--- src/rtl/sram_ctrl_pkg.sv ---
`timescale 1ns/1ps
package sram_ctrl_pkg;

  typedef enum logic [2:0] {
    ST_IDLE,
    ST_RD,
    ST_WR_TA,
    ST_WR_DRV,
    ST_WR_HOLD,
    ST_RECOV
  } ctl_state_e;

  // ceil(t/per), never below one clock
  function automatic int ns_to_cyc(input int t_ns, input int per_ns);
    int c;
    c = (t_ns + per_ns - 1) / per_ns;
    return (c < 1) ? 1 : c;
  endfunction

  function automatic int imax(input int a, input int b);
    return (a > b) ? a : b;
  endfunction

endpackage

--- src/rtl/sram_phase_timer.sv ---
`timescale 1ns/1ps
module sram_phase_timer #(
  parameter int TW = 2
) (
  input  logic          clk_i,
  input  logic          rst_ni,
  input  logic          load_i,
  input  logic [TW-1:0] load_val_i,
  output logic          done_o
);

  logic [TW-1:0] cnt_q;

  always_ff @(posedge clk_i or negedge rst_ni) begin
    if (!rst_ni)             cnt_q <= '0;
    else if (load_i)         cnt_q <= load_val_i;
    else if (cnt_q != '0)    cnt_q <= cnt_q - 1'b1;
  end

  assign done_o = (cnt_q == '0);

endmodule

--- src/rtl/sram_rd_capture.sv ---
`timescale 1ns/1ps
module sram_rd_capture #(
  parameter int DW = 8
) (
  input  logic          clk_i,
  input  logic          rst_ni,
  input  logic          cap_i,
  input  logic [DW-1:0] dq_i,
  output logic [DW-1:0] rdata_o,
  output logic          rvalid_o
);

  always_ff @(posedge clk_i or negedge rst_ni) begin
    if (!rst_ni) begin
      rdata_o  <= '0;
      rvalid_o <= 1'b0;
    end else begin
      rvalid_o <= cap_i;
      if (cap_i) rdata_o <= dq_i;
    end
  end

  AST_RVALID_PULSE: assert property (@(posedge clk_i) disable iff (!rst_ni)
    rvalid_o |=> !rvalid_o);

endmodule

--- src/rtl/sram_async_ctrl.sv ---
`timescale 1ns/1ps
module sram_async_ctrl
  import sram_ctrl_pkg::*;
#(
  parameter int AW            = 15,
  parameter int DW            = 8,
  parameter int CLK_PERIOD_NS = 5,
  parameter int T_AA_NS       = 15,
  parameter int T_RC_NS       = 15,
  parameter int T_WC_NS       = 15,
  parameter int T_WP_NS       = 11,
  parameter int T_AW_NS       = 12,
  parameter int T_DW_NS       = 8,
  parameter int T_WHZ_NS      = 5
) (
  input  logic          clk_i,
  input  logic          rst_ni,
  input  logic          req_i,
  input  logic          we_i,
  input  logic [AW-1:0] addr_i,
  input  logic [DW-1:0] wdata_i,
  output logic          ready_o,
  output logic [DW-1:0] rdata_o,
  output logic          rvalid_o,
  output logic          sram_ce_no,
  output logic          sram_oe_no,
  output logic          sram_we_no,
  output logic [AW-1:0] sram_addr_o,
  output logic [DW-1:0] sram_dq_o,
  output logic          sram_dq_oe_o,
  input  logic [DW-1:0] sram_dq_i
);

  localparam int AA_CYC  = ns_to_cyc(T_AA_NS,  CLK_PERIOD_NS);
  localparam int RC_CYC  = ns_to_cyc(T_RC_NS,  CLK_PERIOD_NS);
  localparam int WC_CYC  = ns_to_cyc(T_WC_NS,  CLK_PERIOD_NS);
  localparam int WP_CYC  = ns_to_cyc(T_WP_NS,  CLK_PERIOD_NS);
  localparam int AWR_CYC = ns_to_cyc(T_AW_NS,  CLK_PERIOD_NS);
  localparam int DS_CYC  = ns_to_cyc(T_DW_NS,  CLK_PERIOD_NS);
  localparam int TA_CYC  = ns_to_cyc(T_WHZ_NS, CLK_PERIOD_NS);
  // clocks of driven data before WE rises; also stretches WE to tWP / tAW
  localparam int DRV_CYC = imax(imax(DS_CYC, 1), imax(WP_CYC - TA_CYC, AWR_CYC - TA_CYC));
  localparam int RD_BUSY = imax(AA_CYC, RC_CYC);
  localparam int RD_PAD  = RD_BUSY - AA_CYC;
  localparam int WR_BODY = TA_CYC + DRV_CYC + 1;
  localparam int WR_PAD  = imax(WC_CYC, WR_BODY) - WR_BODY;
  localparam int MAXC    = imax(imax(WR_BODY, RD_BUSY), WC_CYC);
  localparam int TW      = $clog2(MAXC + 1);

  ctl_state_e    state_q;
  logic          ready_q, ce_n_q, oe_n_q, we_n_q, dq_oe_q;
  logic [AW-1:0] addr_q;
  logic [DW-1:0] dq_q;
  logic          accept, t_done, t_load, cap;
  logic [TW-1:0] t_val;

  assign accept = req_i && ready_q;
  assign cap    = (state_q == ST_RD) && t_done;

  always_comb begin
    t_load = 1'b0;
    t_val  = '0;
    unique case (state_q)
      ST_IDLE: if (accept) begin
        t_load = 1'b1;
        t_val  = we_i ? TW'(TA_CYC - 1) : TW'(AA_CYC - 1);
      end
      ST_RD: if (t_done && RD_PAD > 0) begin
        t_load = 1'b1;
        t_val  = TW'(RD_PAD - 1);
      end
      ST_WR_TA: if (t_done) begin
        t_load = 1'b1;
        t_val  = TW'(DRV_CYC - 1);
      end
      ST_WR_HOLD: if (WR_PAD > 0) begin
        t_load = 1'b1;
        t_val  = TW'(WR_PAD - 1);
      end
      default: ;
    endcase
  end

  sram_phase_timer #(.TW(TW)) u_timer (
    .clk_i      (clk_i),
    .rst_ni     (rst_ni),
    .load_i     (t_load),
    .load_val_i (t_val),
    .done_o     (t_done)
  );

  always_ff @(posedge clk_i or negedge rst_ni) begin
    if (!rst_ni) begin
      state_q <= ST_IDLE;
      ready_q <= 1'b1;
      ce_n_q  <= 1'b1;
      oe_n_q  <= 1'b1;
      we_n_q  <= 1'b1;
      dq_oe_q <= 1'b0;
      addr_q  <= '0;
      dq_q    <= '0;
    end else begin
      unique case (state_q)
        ST_IDLE: if (accept) begin
          addr_q  <= addr_i;
          ce_n_q  <= 1'b0;
          ready_q <= 1'b0;
          if (we_i) begin
            we_n_q  <= 1'b0;
            dq_q    <= wdata_i;
            state_q <= ST_WR_TA;
          end else begin
            oe_n_q  <= 1'b0;
            state_q <= ST_RD;
          end
        end
        ST_RD: if (t_done) begin
          ce_n_q <= 1'b1;
          oe_n_q <= 1'b1;
          if (RD_PAD > 0) state_q <= ST_RECOV;
          else begin
            state_q <= ST_IDLE;
            ready_q <= 1'b1;
          end
        end
        ST_WR_TA: if (t_done) begin
          dq_oe_q <= 1'b1;  // memory output has turned off
          state_q <= ST_WR_DRV;
        end
        ST_WR_DRV: if (t_done) begin
          we_n_q  <= 1'b1;  // WE ends the write
          state_q <= ST_WR_HOLD;
        end
        ST_WR_HOLD: begin
          ce_n_q  <= 1'b1;
          dq_oe_q <= 1'b0;
          if (WR_PAD > 0) state_q <= ST_RECOV;
          else begin
            state_q <= ST_IDLE;
            ready_q <= 1'b1;
          end
        end
        ST_RECOV: if (t_done) begin
          state_q <= ST_IDLE;
          ready_q <= 1'b1;
        end
        default: state_q <= ST_IDLE;
      endcase
    end
  end

  sram_rd_capture #(.DW(DW)) u_cap (
    .clk_i    (clk_i),
    .rst_ni   (rst_ni),
    .cap_i    (cap),
    .dq_i     (sram_dq_i),
    .rdata_o  (rdata_o),
    .rvalid_o (rvalid_o)
  );

  assign ready_o      = ready_q;
  assign sram_ce_no   = ce_n_q;
  assign sram_oe_no   = oe_n_q;
  assign sram_we_no   = we_n_q;
  assign sram_addr_o  = addr_q;
  assign sram_dq_o    = dq_q;
  assign sram_dq_oe_o = dq_oe_q;

  // cycles of WE low, for the pulse-width check
  logic [TW-1:0] we_low_q;
  always_ff @(posedge clk_i or negedge rst_ni) begin
    if (!rst_ni)      we_low_q <= '0;
    else if (!we_n_q) we_low_q <= we_low_q + 1'b1;
    else              we_low_q <= '0;
  end

  AST_ADDR_STABLE: assert property (@(posedge clk_i) disable iff (!rst_ni)
    (!sram_ce_no && !$past(sram_ce_no)) |-> $stable(sram_addr_o));
  AST_OE_HIGH_IN_WRITE: assert property (@(posedge clk_i) disable iff (!rst_ni)
    !sram_we_no |-> (sram_oe_no && !sram_ce_no));
  AST_DQ_NO_CONTENTION: assert property (@(posedge clk_i) disable iff (!rst_ni)
    sram_dq_oe_o |-> (sram_oe_no && !sram_ce_no));
  AST_TURNAROUND: assert property (@(posedge clk_i) disable iff (!rst_ni)
    $fell(sram_we_no) |-> !sram_dq_oe_o);
  AST_WE_PULSE: assert property (@(posedge clk_i) disable iff (!rst_ni)
    $rose(sram_we_no) |-> (we_low_q >= TW'(WP_CYC)));
  AST_WE_END_HOLD: assert property (@(posedge clk_i) disable iff (!rst_ni)
    $rose(sram_we_no) |-> (sram_dq_oe_o && !sram_ce_no && $stable(sram_dq_o) && $stable(sram_addr_o)));
  AST_CE_AFTER_WE: assert property (@(posedge clk_i) disable iff (!rst_ni)
    $rose(sram_ce_no) |-> $past(sram_we_no));
  AST_BUSY_ON_ACCEPT: assert property (@(posedge clk_i) disable iff (!rst_ni)
    (req_i && ready_o) |=> !ready_o);

endmodule

--- config.mk ---
export PLATFORM = sky130hd
export DESIGN_NAME = sram_async_ctrl
export DESIGN_NICKNAME = d
export VERILOG_FILES = /design/src/rtl/sram_ctrl_pkg.sv /design/src/rtl/sram_phase_timer.sv /design/src/rtl/sram_rd_capture.sv /design/src/rtl/sram_async_ctrl.sv
export SDC_FILE = /design/constraint.sdc
export NUM_CORES = 1
export LEC_CHECK = 0
export ABC_CLOCK_PERIOD_IN_PS = 3300
export BUFFER_PORTS_ARGS = -buffer_cell sky130_fd_sc_hd__buf_2
export CAP_MARGIN = 20
export CORE_UTILIZATION = 31
export DETAILED_ROUTE_END_ITERATION = 16
export HOLD_SLACK_MARGIN = 0.1
export SLEW_MARGIN = 20
export SYNTH_ARGS = -nofsm -noshare
export SYNTH_HDL_FRONTEND = slang
export SYNTH_HIERARCHICAL = 1
export SYNTH_SLANG_ARGS = --single-unit
export TNS_END_PERCENT = 50
--- constraint.sdc ---
create_clock -name clk_i -period 3.3 [get_ports clk_i]
set_input_delay 0.66 -clock clk_i [delete_from_list [all_inputs] [get_ports clk_i]]
set_output_delay 0.66 -clock clk_i [all_outputs]
set_load 0.01 [all_outputs]
## Word-level counts from Yosys, hierarchy flattened

Cells that the tools add are included.

- Flip-flop bits (word level): 43
- Output and inout bits: 37

- Add/subtract/negate cells: 1
- Reductions and logical operators: 20
- Multiplexer cells: 26
- Equality and inequality tests: 12

Operators with widths:

| cell | count |
|---|---|
| $mux W3 | 6 |
| $ne A2 B2 Y1 const B | 6 |
| $pmux W3 S4 | 1 |
| $reduce_and A4 Y1 | 3 |
| $mux W1 | 9 |
| $reduce_and A3 Y1 | 3 |
| $reduce_bool A3 Y1 | 3 |
| $pmux W1 S2 | 4 |
| $reduce_bool A2 Y1 | 4 |
| $eq A3 B2 Y1 const B | 2 |
| $eq A3 B3 Y1 const B | 2 |
| $logic_not A3 Y1 | 2 |
| $mux W2 | 3 |
| $pmux W1 S3 | 2 |
| $pmux W2 S2 | 1 |
| $reduce_and A2 Y1 | 2 |
| $eq A3 B1 Y1 const B | 1 |
| $sub A3 B1 Y3 const B | 1 |
| $logic_and A1 B1 Y1 | 2 |
| $ne A2 B1 Y1 const B | 1 |
| $reduce_or A2 Y1 | 1 |

## Longest topological paths before layout

Gate-level depths: netlist of the first run.

- Depth in word-level cells: 4
- Gate-level depth with buffers: 9

## Cells and area by module

The synthesis of the first run kept the hierarchy.

Modules (own cells, without submodules):

| module | cells an instance | times used | area an instance (um^2) |
|---|---|---|---|
| sram_async_ctrl | 97 | 1 | 1,361.3 |
| sram_rd_capture | 18 | 1 | 356.6 |
| sram_phase_timer | 21 | 1 | 200.2 |

## Worst setup path before layout of the first run

No wires, ideal clock.

- Path kind: input to register
- Start point: input port req_i
- End point: register u_timer.cnt_q[0]
- Setup slack: 1.564 ns
- Setup time: 0.104 ns
- Stages on the path: 6
- Arrival time: 1.632 ns
- Required time: 3.196 ns
- Path through: nor4b_4 -> nand2_4 -> buf_6 -> nand2b_1 -> nor2b_1 -> a221oi_1

- Word-level cells in the longest chain between the ends: 4
- Elaborated cells between the ends (all ways): 7

Ends and longest elaborated chain:

| item | RTL line | RTL |
|---|---|---|
| start, declared | sram_async_ctrl.sv:18 | `input logic req_i,` |
| $logic_and A1 B1 Y1 * | sram_async_ctrl.sv:57 | `assign accept = req_i && ready_q;` |
| $mux W1 * | sram_async_ctrl.sv:64 | `ST_IDLE: if (accept) begin` |
| $pmux W1 S2 * | sram_async_ctrl.sv:63 | `unique case (state_q)` |
| named net t_load | sram_async_ctrl.sv:54 | `logic accept, t_done, t_load, cap;` |
| $mux W3 or $reduce_bool A2 Y1 (tied branches) | - |  |
| end signal, assigned | sram_phase_timer.sv:16 | `else if (load_i) cnt_q <= load_val_i;` |
| end signal, assigned | sram_phase_timer.sv:17 | `else if (cnt_q != '0) cnt_q <= cnt_q - 1'b1;` |
| end, declared | sram_phase_timer.sv:12 | `logic [TW-1:0] cnt_q;` |

The timed path passes the listed nets; every way through them passes the cells marked *.
A chain may end at the register's enable or synchronous reset.

## Final worst setup path of the first run

- Start point: register u_timer.cnt_q[0]
- End point: register u_timer.cnt_q[0]

- Word-level cells in the longest chain between the ends: 4
- Elaborated cells between the ends (all ways): 10

Ends and longest elaborated chain:

| item | RTL line | RTL |
|---|---|---|
| $logic_not A3 Y1 | sram_phase_timer.sv:20 | `assign done_o = (cnt_q == '0);` |
| named net t_done | sram_async_ctrl.sv:54 |  |
| $mux W1 | sram_async_ctrl.sv:72 | `ST_WR_TA: if (t_done) begin` |
| $pmux W2 S2 | sram_async_ctrl.sv:63 |  |
| named net t_val[0] | sram_async_ctrl.sv:55 | `logic [TW-1:0] t_val;` |
| $mux W3 | sram_phase_timer.sv:16 |  |

The timed path passes the listed nets, and every way through them passes these cells. The select of a mux whose other input is x is not followed.

==> results.rst, run 1 <==
.. list-table::
   :header-rows: 1

   * - Metric
     - Value
   * - Total track usage
     - 0.117
   * - Post-DR wirelength/cell
     - 12.6 um
   * - Clock tree from TritonCTS
     - built
   * - Buffer and inverter count on the worst path
     - 2
   * - Worst-path fanout max
     - 7
   * - Die Area
     - about 6500 um2
   * - Maximum buffer depth of the clock tree
     - 2
   * - Dpl hpwl
     - between 2 and 3 mm
   * - Placed insts
     - 278
   * - Switching share of power
     - 0.341
   * - Worst clock skew
     - 0.00838 ns
   * - Count of final setup violators
     - 0
   * - Sequential element share of the synthesized area
     - 0.564
   * - Fin. Hold Viols
     - 0
   * - Post-route insts no fill
     - 286
   * - Worst Max-Slew Pin Slew
     - approximately 0.94 ns
   * - Comb pwr share
     - 0.422
   * - Number of filler instances in the final layout
     - between 500 and 600
   * - Share of final-layout standard cells stronger than drive strength 1
     - 0.559
   * - DRC marker count from the first detailed-route iteration
     - 19
   * - Setup repair after global routing missed its margin
     - no
   * - Clock network power share
     - 0.148
   * - R2R Setup Slk
     - 1.39 ns
   * - Highest Clock Rate
     - 0.522 GHz
   * - Cell leakage power
     - 0.00124 uW
   * - Met1 usage in global routing
     - 0.148
   * - Yosys warning count
     - 6
   * - Maximum number of pins on one net before global-route repair
     - 44
   * - Delay-heaviest family, CP
     - simple AND/OR/NAND/NOR gates
   * - Core region area
     - around 6000 um2
   * - Post-route clock period utilization
     - 0.580
   * - Max Cap Viol
     - 0
   * - Number of antenna violations at the first check in global routing
     - 0
   * - Total wire length
     - 3.61 mm
   * - Total nets after synthesis
     - 173
   * - Nature of the critical path endpoint
     - flop
   * - H-tree depth
     - 2
   * - Area share of the largest cell type after synthesis
     - 0.509
   * - Area delta synth->final
     - 26.0%
   * - Outcome
     - finished, final reports clean
   * - Clk sink count
     - 43
   * - Post-cts gate resize count
     - 0
   * - Tightest slew margin relative to the limit
     - 0.371
   * - Critical path type
     - reg2reg
   * - Maximum single-stage delay on the critical path
     - 0.41 ns
   * - Sum of negative setup slack
     - 0 ns
   * - Last weighted congestion value of the routability-driven placer
     - 0.706
   * - Starting utilization of the core area
     - 0.322
   * - Buffers added on ports
     - 71
   * - Reg-to-Reg End
     - u_timer/cnt_q[0]$_DFFE_PN0P_
   * - Final Critical Period
     - 1.91 ns
   * - Buffer cell driving the clock tree root
     - clkbuf_8
   * - Count of different cell masters after synthesis
     - 32
   * - DRT antenna net count
     - 0
   * - Critical path arrival
     - 2.11 ns
   * - Multi-input logic area
     - 757 um2
   * - Critical Path Slowest Stage Cell
     - dfrtp_1
   * - Number of antenna cells inserted
     - 0
   * - Routed via count divided by cell count
     - 4.50
   * - GRT met3 Usage
     - 0.0557
   * - Startpoint of the lowest-slack register-to-register path
     - u_timer/cnt_q[0]$_DFFE_PN0P_
   * - Most area-consuming cells after synthesis
     - dfrtp_1 51%, mux2_4 13%, mux2_2 8.8%
   * - Post-CTS setup buffer count
     - 0
   * - Detailed-route via count
     - 1287
   * - Post-synthesis cell count
     - approximately 140
   * - Ports placed on the boundary
     - 72
   * - Most heavily used metal layer in global routing
     - met2
   * - Internal Pwr Total
     - 1460 uW
   * - Area taken by flip-flops and latches
     - 1080 um2
   * - Height of the chip
     - 80.7 um
   * - Most used cells in the layout excluding fill and tap cells
     - 71 x buf_2, 39 x dfrtp_1, 16 x mux2_4
   * - Pins Over Slew Limit
     - 0
   * - Clk Latency, worst-skew pair
     - around 0.29 ns
   * - Cell depth of the worst flop-to-flop path
     - 9
   * - Switching power total
     - 754 uW
   * - Number of global-route vias before repair
     - 1220
   * - CTS buffer count
     - 5
   * - Data required time of the critical path
     - 3.50 ns
   * - Seq cells post-synth
     - 43
   * - First-pass GRT wire length
     - between 5 and 6 mm
   * - Sequential share of power
     - 0.430
   * - Count of hold buffers inserted by post-cts repair
     - 0
   * - Sum of overflow across all layers after global routing
     - 0
   * - Most common cell after layout, fill and taps aside
     - buf_2
   * - Nets
     - 247
   * - Peak VDD IR
     - 0.000341 V
   * - Cell type with the largest total area after synthesis
     - dfrtp_1
   * - DRC viols
     - 0
   * - Clk pin slew, worst setup/hold paths
     - 0.08 ns
   * - Number of placement rows
     - 28
   * - Nature of the critical path startpoint
     - flop
   * - Synthesized cell area
     - roughly 1900 um2
   * - Met2 GRT Util
     - 0.174
   * - PD cells
     - 914 nW/um2
   * - Drt first pass iters
     - 2
   * - Cell-by-cell listing of the critical path
     - inv_1 > ha_1 > nand2b_1 > inv_1 > nand2_1 > nor3_1 > nand2b_1 > nor2b_1 > a221oi_1
   * - Horiz. Die Dim
     - 80.7 um
   * - Type of the worst min-delay path
     - in2async
   * - Synthesized area per cell
     - approximately 14 um2
worst max-delay path by stage:
| stage | startpoint | to | slack (ns) | cells after the start |
|---|---|---|---|---|
| 2_1_floorplan | req_i | u_timer/cnt_q[0]$_DFFE_PN0P_ | 1.56 | 6 |
| 3_3_place_gp | req_i | u_timer/cnt_q[0]$_DFFE_PN0P_ | 1.36 | 6 |
| 3_5_place_dp | req_i | u_timer/cnt_q[0]$_DFFE_PN0P_ | 1.26 | 6 |
| 4_1_cts | state_q[1]$_DFFE_PN0P_ | u_timer/cnt_q[0]$_DFFE_PN0P_ | 1.40 | 5 |
| 5_1_grt | u_timer/cnt_q[0]$_DFFE_PN0P_ | u_timer/cnt_q[0]$_DFFE_PN0P_ | 1.20 | 9 |
| 6_report | u_timer/cnt_q[0]$_DFFE_PN0P_ | u_timer/cnt_q[0]$_DFFE_PN0P_ | 1.39 | 9 |
kinds of logic (layout without fill, tap and decap cells):
family	count (synthesis)	count (layout)	share of synthesized area
fa+ha+maj	2	2	0.0130
simple gates	29	29	0.114
buf+inv	15	90	0.0417
flops	43	43	0.564
compound gates	15	15	0.0522
mux	31	31	0.213
other cells	1	1	0.00196
per-stage QoR:
step	util	hold WS, ns	total power (uW)	setup WS, ns	instance area, um2
finish	0.406	0.503	2210	1.39	2420
global route	0.406	0.522	2370	1.20	2420
CTS	0.406	0.508	2240	1.40	2420
detailed placement	0.392	0.488	1900	1.26	2330
global placement	0.392	0.485	1890	1.36	2330
floorplan	-	0.364	1600	1.56	1920
cell usage after synthesis:
cell and instances:
o211ai_1 1, o21bai_1 1, a21o_1 2, a31oi_1 1, dfrtp_1 39, mux2_4 16
buf_6 3, nand2b_1 4, conb_1 1, a221oi_1 1, nand2_4 1, o21ai_0 2
nand4b_4 1, nand2_1 3, mux2_2 15, nor4b_4 1, nor2_1 5, a22o_1 1
ha_1 2, a311oi_1 1, inv_1 10, nor3_1 3, nor4b_1 2, o21a_1 1
a21oi_1 4, nand3b_1 3, nor2b_1 4, clkbuf_1 1, buf_2 1, nor3_4 1
dfstp_2 4, or3b_1 1
sequential cells by signal (all words and copies together) (netlist names), 3 cells and up:
register,cells
sram_dq_o,8
u_timer/cnt_q,3
state_q,3
u_cap/rdata_o,8
sram_addr_o,15
cell type report:
class                   instances  area share
clock buffers                   6      0.0300
clock inverters                 2     0.00518
inverters                      10      0.0155
multi-input cells              78       0.313
flip-flops and latches         43       0.447
well taps                      75      0.0388
repair buffers                 72       0.150
power by group through the flow:
stage / combinational (uW) / sequential [uW] / clock (uW)
floorplan: 585 / 1010 / 0
global placement: 929 / 958 / 0
detailed placement: 936 / 960 / 0
CTS: 943 / 953 / 344
global route: 1030 / 983 / 363
finish: 933 / 950 / 327
routing by layer:
layer  routed length, um  vias to the layer above
met5                   0                        -
met4                  37                        0
met3                 313                        4
met2                1530                       58
met1                1730                      608
li1                    -                      617
(Power assumes the default switching activity.)
==> inputs of run 2 (changes only) <==
--- a/config.mk
+++ b/config.mk
@@ -5,7 +5,7 @@
 export SDC_FILE = /design/constraint.sdc
 export NUM_CORES = 1
 export LEC_CHECK = 0
-export ABC_CLOCK_PERIOD_IN_PS = 3300
+export ABC_CLOCK_PERIOD_IN_PS = 1690
 export BUFFER_PORTS_ARGS = -buffer_cell sky130_fd_sc_hd__buf_2
 export CAP_MARGIN = 20
 export CORE_UTILIZATION = 31
==> constraint.sdc (replaced) <==
create_clock -name clk_i -period 1.69 [get_ports clk_i]
set_input_delay 0.338 -clock clk_i [delete_from_list [all_inputs] [get_ports clk_i]]
set_output_delay 0.338 -clock clk_i [all_outputs]
set_load 0.01 [all_outputs]
==> results.rst, run 2 (synthesis gave the netlist of run 1 again) <==
.. list-table::
   :header-rows: 1

   * - Metric
     - Value
   * - Sum of overflow across all layers after global routing
     - 0 (unchanged)
   * - PD cells
     - 1790 nW/um2 (+95%)
   * - Nets
     - 273 (+11%)
   * - Cell depth of the worst flop-to-flop path
     - 9 (unchanged)
   * - Maximum number of pins on one net before global-route repair
     - 26 (-41%)
   * - Post-DR wirelength/cell
     - 12.5 um (-1.2%)
   * - Nature of the critical path startpoint
     - flop
   * - Clk sink count
     - 43 (unchanged)
   * - Detailed-route via count
     - 1361 (+5.7%)
   * - H-tree depth
     - 2 (unchanged)
   * - Internal Pwr Total
     - 3200 uW (+120%)
   * - Fin. Hold Viols
     - 0 (unchanged)
   * - Most common cell after layout, fill and taps aside
     - buf_2
   * - Height of the chip
     - 80.7 um (unchanged)
   * - Final instance area
     - 2680 um2 (+11%)
   * - CTS buffer count
     - 5 (unchanged)
   * - Startpoint of the lowest-slack register-to-register path
     - u_timer/cnt_q[0]$_DFFE_PN0P_
   * - Ports placed on the boundary
     - 72 (unchanged)
   * - Cell leakage power
     - 0.00138 uW (+11%)
   * - Post-route clock period utilization
     - 0.982 (+0.402)
   * - Drt first pass iters
     - 4 (+2)
   * - Sequential share of power
     - 0.373 (-0.057)
   * - Origin of the worst min-delay path
     - addr_i[12]
   * - Critical path arrival
     - 1.81 ns (-0.30 ns)
   * - Maximum buffer depth of the clock tree
     - 2 (unchanged)
   * - Total track usage
     - 0.123 (+0.00580)
   * - Critical path type
     - reg2reg
   * - Type of the worst min-delay path
     - in2reg
   * - Die Area
     - 6510 um2 (unchanged)
   * - Switching share of power
     - 0.331 (-0.0104)
   * - Dpl hpwl
     - 2.71 mm (+6.6%)
   * - Most used cells in the layout excluding fill and tap cells
     - 71 x buf_2, 39 x dfrtp_1, 23 x buf_4
   * - Min-Delay Endpoint
     - sram_addr_o[12]$_DFFE_PN0P_
   * - Number of global-route vias before repair
     - 1315 (+7.8%)
   * - Outcome
     - finished, final reports clean
   * - Number of placement rows
     - 28 (unchanged)
   * - Comb pwr share
     - 0.499 (+0.077)
   * - First-pass GRT wire length
     - 6.07 mm (+8.8%)
   * - Clock tree from TritonCTS
     - built
   * - Core region area
     - 5960 um2 (unchanged)
   * - Final standard cell utilization of the core
     - 0.450 (+0.0439)
   * - Clk Latency, worst-skew pair
     - 0.28 ns (about the same)
   * - Area delta synth->final
     - 39.7%
   * - R2R Setup Slk
     - 0.03 ns (-1.35 ns)
   * - Switching power total
     - 1580 uW (+110%)
   * - Max Cap Viol
     - 0 (unchanged)
   * - Total wire length
     - 3.90 mm (+7.8%)
   * - Share of final-layout standard cells stronger than drive strength 1
     - 0.641 (+0.0821)
   * - Setup repair after global routing missed its margin
     - yes
   * - Reg-to-Reg End
     - u_timer/cnt_q[1]$_DFFE_PN0P_
   * - Horiz. Die Dim
     - 80.7 um (unchanged)
   * - Number of antenna violations at the first check in global routing
     - 0 (unchanged)
   * - Worst-path fanout max
     - 7 (unchanged)
   * - Clock network power share
     - 0.128 (-0.020)
   * - Buffer cell driving the clock tree root
     - clkbuf_8
   * - DRC marker count from the first detailed-route iteration
     - 8 (-11)
   * - Last weighted congestion value of the routability-driven placer
     - 0.755 (+6.9%)
   * - Buffers added on ports
     - 71 (unchanged)
   * - Worst clock skew
     - 0.00452 ns (-0.00386 ns)
   * - Nature of the critical path endpoint
     - flop
   * - Peak VDD IR
     - 0.000923 V (+170%)
   * - Highest Clock Rate
     - 0.602 GHz (+15%)
   * - Final Critical Period
     - 1.66 ns (-0.255 ns)
   * - DRC viols
     - 0 (unchanged)
   * - DRT antenna net count
     - 0 (unchanged)
   * - Total cell area at the placement stage
     - 2460 um2 (+5.7%)
   * - Routed via count divided by cell count
     - 4.36 (-3.1%)
   * - Flip-flop count of the largest register, all copies and words added
     - 15 (unchanged)
   * - Data required time of the critical path
     - 1.84 ns (-1.66 ns)
   * - Number of instances on the worst hold path
     - 2
   * - Count of final setup violators
     - 0 (unchanged)
   * - Starting utilization of the core area
     - 0.322 (unchanged)
   * - Pins Over Slew Limit
     - 0 (unchanged)
   * - Number of antenna cells inserted
     - 0 (unchanged)
   * - Clk pin slew, worst setup/hold paths
     - 0.08 ns (about the same)
-- run 2: cell count changes in the layout (fill, tap and decap cells not counted), moves of 2 or more --
cell / previous run / this run
buf_4: 1 / 23
nand2b_1: 4 / 2
inv_2: 0 / 3
inv_1: 10 / 7
nand2b_4: 0 / 2
buf_6: 0 / 2
-- run 2: power by group through the flow --
stage                     registers [uW]  clock network (uW)  logic (uW)
after floorplan                     1980                   0        1140
after global placement              1790                   0        2090
after detailed placement            1800                   0        2110
after CTS                           1780                 652        2240
after global routing                1850                 703        2610
final                               1780                 614        2390
-- run 2: how the worst max path moves through the flow --
| stage | from | to | slack, ns | depth (start not counted) |
|---|---|---|---|---|
| CTS | u_timer/cnt_q[0]$_DFFE_PN0P_ | u_cap/rdata_o[1]$_DFFE_PN0P_ | -0.004 | 8 |
| global placement | u_timer/cnt_q[0]$_DFFE_PN0P_ | u_cap/rdata_o[1]$_DFFE_PN0P_ | -0.04 | 8 |
| finish | u_timer/cnt_q[0]$_DFFE_PN0P_ | u_timer/cnt_q[1]$_DFFE_PN0P_ | 0.03 | 9 |
| detailed placement | u_timer/cnt_q[0]$_DFFE_PN0P_ | u_timer/cnt_q[0]$_DFFE_PN0P_ | -0.07 | 9 |
| floorplan | u_timer/cnt_q[0]$_DFFE_PN0P_ | u_cap/rdata_o[0]$_DFFE_PN0P_ | 0.007 | 8 |
| global route | u_timer/cnt_q[0]$_DFFE_PN0P_ | u_timer/cnt_q[1]$_DFFE_PN0P_ | -0.07 | 9 |
-- run 2: cell type report --
type,count,area (um2)
Clock inverter,1,5.00
Tap cell,75,93.8
Sequential cell,43,1080
Clock buffer,7,76.3
Inverter,10,37.5
Timing Repair Buffer,98,581
Multi-Input combinational cell,78,805
Fill cell,564,3280
-- run 2: worst max-delay path: stages, from the launching register on --
cell	delay [ns]
dfrtp_1	0.36
inv_2	0.06
ha_4	0.17
nand2b_4	0.07
inv_2	0.04
nand2_1	0.09
nor3_2	0.06
nand2b_4	0.17
nor4b_1	0.43
a311oi_2	0.07
-- run 2: metrics by stage --
step                      hold WS (ns)  power (uW)   TNS, ns  std cells  setup WS [ns]
after floorplan                 0.0424        3120         0        136        0.00704
after global placement           0.304        3880    -0.288        294        -0.0374
after detailed placement         0.302        3900    -0.231        294        -0.0681
after CTS                        0.267        4680  -0.00555        308       -0.00360
after global routing             0.268        5170    -0.238        312        -0.0664
final                            0.280        4790         0        312         0.0301
-- run 2: what timing repair did --
item | CTS | global route
setup endpoints to repair | 10 | 13
hold buffers | 1 | 0
endpoints found under the hold margin | 17 | 0
gates cloned | 1 | 0
pin swaps | 2 | 3
setup buffers | 4 | 4
gates resized for setup | 9 | 6
-- run 2: per-layer routing --
metal  routed length [um]  global-route usage  vias to the layer above
li1                     -                   -                      669
met1                 1780               0.156                      635
met2                 1810               0.204                       57
met3                  297              0.0386                        0
met4                    0              0.0214                        0
met5                    0                   0                        -
==> inputs of run 3 (changes only) <==
--- a/config.mk
+++ b/config.mk
@@ -9,8 +9,10 @@
 export BUFFER_PORTS_ARGS = -buffer_cell sky130_fd_sc_hd__buf_2
 export CAP_MARGIN = 20
 export CORE_UTILIZATION = 31
+export CTS_CLUSTER_DIAMETER = 200
 export DETAILED_ROUTE_END_ITERATION = 16
 export HOLD_SLACK_MARGIN = 0.1
+export PLACE_DENSITY_LB_ADDON = 0.3
 export SLEW_MARGIN = 20
 export SYNTH_ARGS = -nofsm -noshare
 export SYNTH_HDL_FRONTEND = slang
==> results.rst, run 3 (synthesis gave the netlist of run 1 again) <==
.. list-table::
   :header-rows: 1

   * - Metric
     - Value
   * - Die Area
     - 6510 um2 (unchanged)
   * - First-pass GRT wire length
     - 6.20 mm (+2.2%)
   * - CTS buffer count
     - 5 (unchanged)
   * - Post-DR wirelength/cell
     - 13.0 um (+4.5%)
   * - Routed via count divided by cell count
     - 4.44 (+1.9%)
   * - Number of antenna cells inserted
     - 0 (unchanged)
   * - Highest Clock Rate
     - 0.595 GHz (-1.2%)
   * - Number of placement rows
     - 28 (unchanged)
   * - Maximum number of pins on one net before global-route repair
     - 20 (-23%)
   * - Hold WS
     - 0.267 ns (-0.0122 ns)
   * - Buffers added on ports
     - 71 (unchanged)
   * - DRC viols
     - 0 (unchanged)
   * - Total track usage
     - 0.129 (+0.00693)
   * - Detailed-route via count
     - 1382 (+1.5%)
   * - Critical Path Slowest Stage Cell
     - dfrtp_1
   * - Pins Over Slew Limit
     - 0 (unchanged)
   * - Share of final-layout standard cells stronger than drive strength 1
     - 0.640 (-0.00152)
   * - Worst clock skew
     - 0.00663 ns (+0.00211 ns)
   * - Last weighted congestion value of the routability-driven placer
     - 0.744 (-1.4%)
   * - Cell leakage power
     - 0.00140 uW (+1.6%)
   * - Area taken by flip-flops and latches
     - 1080 um2 (unchanged)
   * - Nature of the critical path endpoint
     - flop
   * - Post-route clock period utilization
     - 0.994 (+0.0118)
   * - Nets
     - 272 (-0.37%)
   * - Starting utilization of the core area
     - 0.322 (unchanged)
   * - Final instance area
     - 2730 um2 (+2.0%)
   * - Area delta synth->final
     - 42.4%
   * - Ports placed on the boundary
     - 72 (unchanged)
   * - Total wire length
     - 4.06 mm (+4.2%)
   * - Max Cap Viol
     - 0 (unchanged)
   * - Worst-path fanout max
     - 5 (-2)
   * - Number of antenna violations at the first check in global routing
     - 0 (unchanged)
   * - Most common cell after layout, fill and taps aside
     - buf_2
   * - Clk pin slew, worst setup/hold paths
     - 0.08 ns (about the same)
   * - Core region area
     - 5960 um2 (unchanged)
   * - DRT antenna net count
     - 0 (unchanged)
   * - Multi-input logic area
     - 798 um2 (-0.78%)
   * - Delay-heaviest family, CP
     - flip-flops
   * - DRC marker count from the first detailed-route iteration
     - 30 (+22)
   * - Horiz. Die Dim
     - 80.7 um (unchanged)
   * - Clock tree from TritonCTS
     - built
   * - Number of filler instances in the final layout
     - 568 (+0.71%)
   * - Peak VDD IR
     - 0.000723 V (-22%)
   * - Dpl hpwl
     - 2.85 mm (+5.4%)
   * - Buffer cell driving the clock tree root
     - clkbuf_8
   * - Fin. Hold Viols
     - 0 (unchanged)
   * - Critical path type
     - reg2reg
   * - PD cells
     - 1860 nW/um2 (+4.3%)
   * - Sum of overflow across all layers after global routing
     - 0 (unchanged)
   * - Maximum single-stage delay on the critical path
     - 0.40 ns (-0.03 ns)
   * - Clk Latency, worst-skew pair
     - 0.29 ns (about the same)
   * - H-tree depth
     - 2 (unchanged)
   * - Maximum buffer depth of the clock tree
     - 2 (unchanged)
   * - Total cell area at the placement stage
     - 2480 um2 (+0.81%)
   * - Most used cells in the layout excluding fill and tap cells
     - 71 x buf_2, 39 x dfrtp_1, 21 x buf_4
   * - Buffer and inverter count on the worst path
     - 3 (+1)
   * - Cell-by-cell listing of the critical path
     - inv_2 > ha_4 > nand2b_4 > inv_4 > nand3b_1 > nor2_2 > buf_6 > mux2_4
   * - Type of the worst min-delay path
     - in2reg
   * - Clk sink count
     - 43 (unchanged)
   * - Final Critical Period
     - 1.68 ns (+0.0199 ns)
   * - Outcome
     - finished, final reports clean
   * - Number of global-route vias before repair
     - 1315 (unchanged)
   * - Data required time of the critical path
     - 1.87 ns (+0.03 ns)
   * - Flip-flop count of the largest register, all copies and words added
     - 15 (unchanged)
   * - Critical path arrival
     - 1.86 ns (+0.05 ns)
   * - Nature of the critical path startpoint
     - flop
   * - Setup repair after global routing missed its margin
     - yes
   * - Height of the chip
     - 80.7 um (unchanged)
   * - Drt first pass iters
     - 5 (+1)
   * - Count of final setup violators
     - 0 (unchanged)
[run 3: cell types whose count changed in the layout (fill, tap and decap cells not counted)]
cell       delta
inv_4         +1
clkinv_2      -1
a311oi_1      +1
clkbuf_1      -1
inv_2         -1
buf_12        +1
bufinv_16     +2
buf_4         -2
a311oi_2      -1
[run 3: where the power goes]
group          switching, uW  internal, uW  leakage (uW)
Combinational            986          1370      0.000816
Sequential               288          1520      0.000515
Clock                    339           590     0.0000654
Total                   1610          3470       0.00140
[run 3: routing by layer]
layer	share of wire	up-vias	global-route usage
li1	-	664	-
met1	0.46	642	0.169
met2	0.45	66	0.197
met3	0.073	10	0.0398
met4	0.019	0	0.0536
met5	0	-	0
[run 3: worst paths after layout]
path                       depth (start not counted)                            to  slack [ns]                          from
min                                                2      sram_dq_o[1]$_DFFE_PN0P_        0.27                    wdata_i[1]
max                                                8  u_cap/rdata_o[7]$_DFFE_PN0P_        0.01  u_timer/cnt_q[0]$_DFFE_PN0P_
min reg2reg                                        1    sram_addr_o[2]$_DFFE_PN0P_        0.50    sram_addr_o[2]$_DFFE_PN0P_
max in group asynchronous                          3           ready_o$_DFFE_PN1P_        0.58                        rst_ni
min in group asynchronous                          2      sram_dq_oe_o$_DFFE_PN0P_        0.51                        rst_ni
max reg2reg                                        8  u_cap/rdata_o[7]$_DFFE_PN0P_        0.01  u_timer/cnt_q[0]$_DFFE_PN0P_
[run 3: final cells by class]
type	count	share of cell area
Clock inverter	2	0.0220
Tap cell	75	0.0344
Clock buffer	6	0.0266
Multi-Input combinational cell	78	0.292
Inverter	10	0.0147
Sequential cell	43	0.396
Timing Repair Buffer	97	0.214
[run 3: per-stage QoR]
| stage | total power (uW) | worst slack (ns) | std cells | TNS (ns) | utilization |
|---|---|---|---|---|---|
| final | 5090 | 0.0102 | 311 | 0 | 0.459 |
| after global routing | 5440 | -0.0707 | 311 | -0.550 | 0.459 |
| after CTS | 5030 | -0.0515 | 309 | -0.306 | 0.451 |
| after detailed placement | 3940 | -0.135 | 295 | -1.35 | 0.417 |
| after global placement | 3910 | -0.0796 | 295 | -0.684 | 0.417 |
| after floorplan | 3120 | 0.00704 | 136 | 0 | - |
[run 3: what timing repair did]
action	in CTS	in global routing
resized for setup	9	6
endpoints found under the setup margin	11	11
cloned	1	0
hold buffers	1	0
setup buffers	4	2
endpoints found under the hold margin	14	0
pin swaps	2	4
[run 3: worst register-to-register path, cell delays in order (launching register included)]
cell      delay [ns]
dfrtp_1         0.40
inv_2           0.09
ha_4            0.16
nand2b_4        0.07
inv_4           0.06
nand3b_1        0.14
nor2_2          0.19
buf_6           0.16
mux2_4          0.31
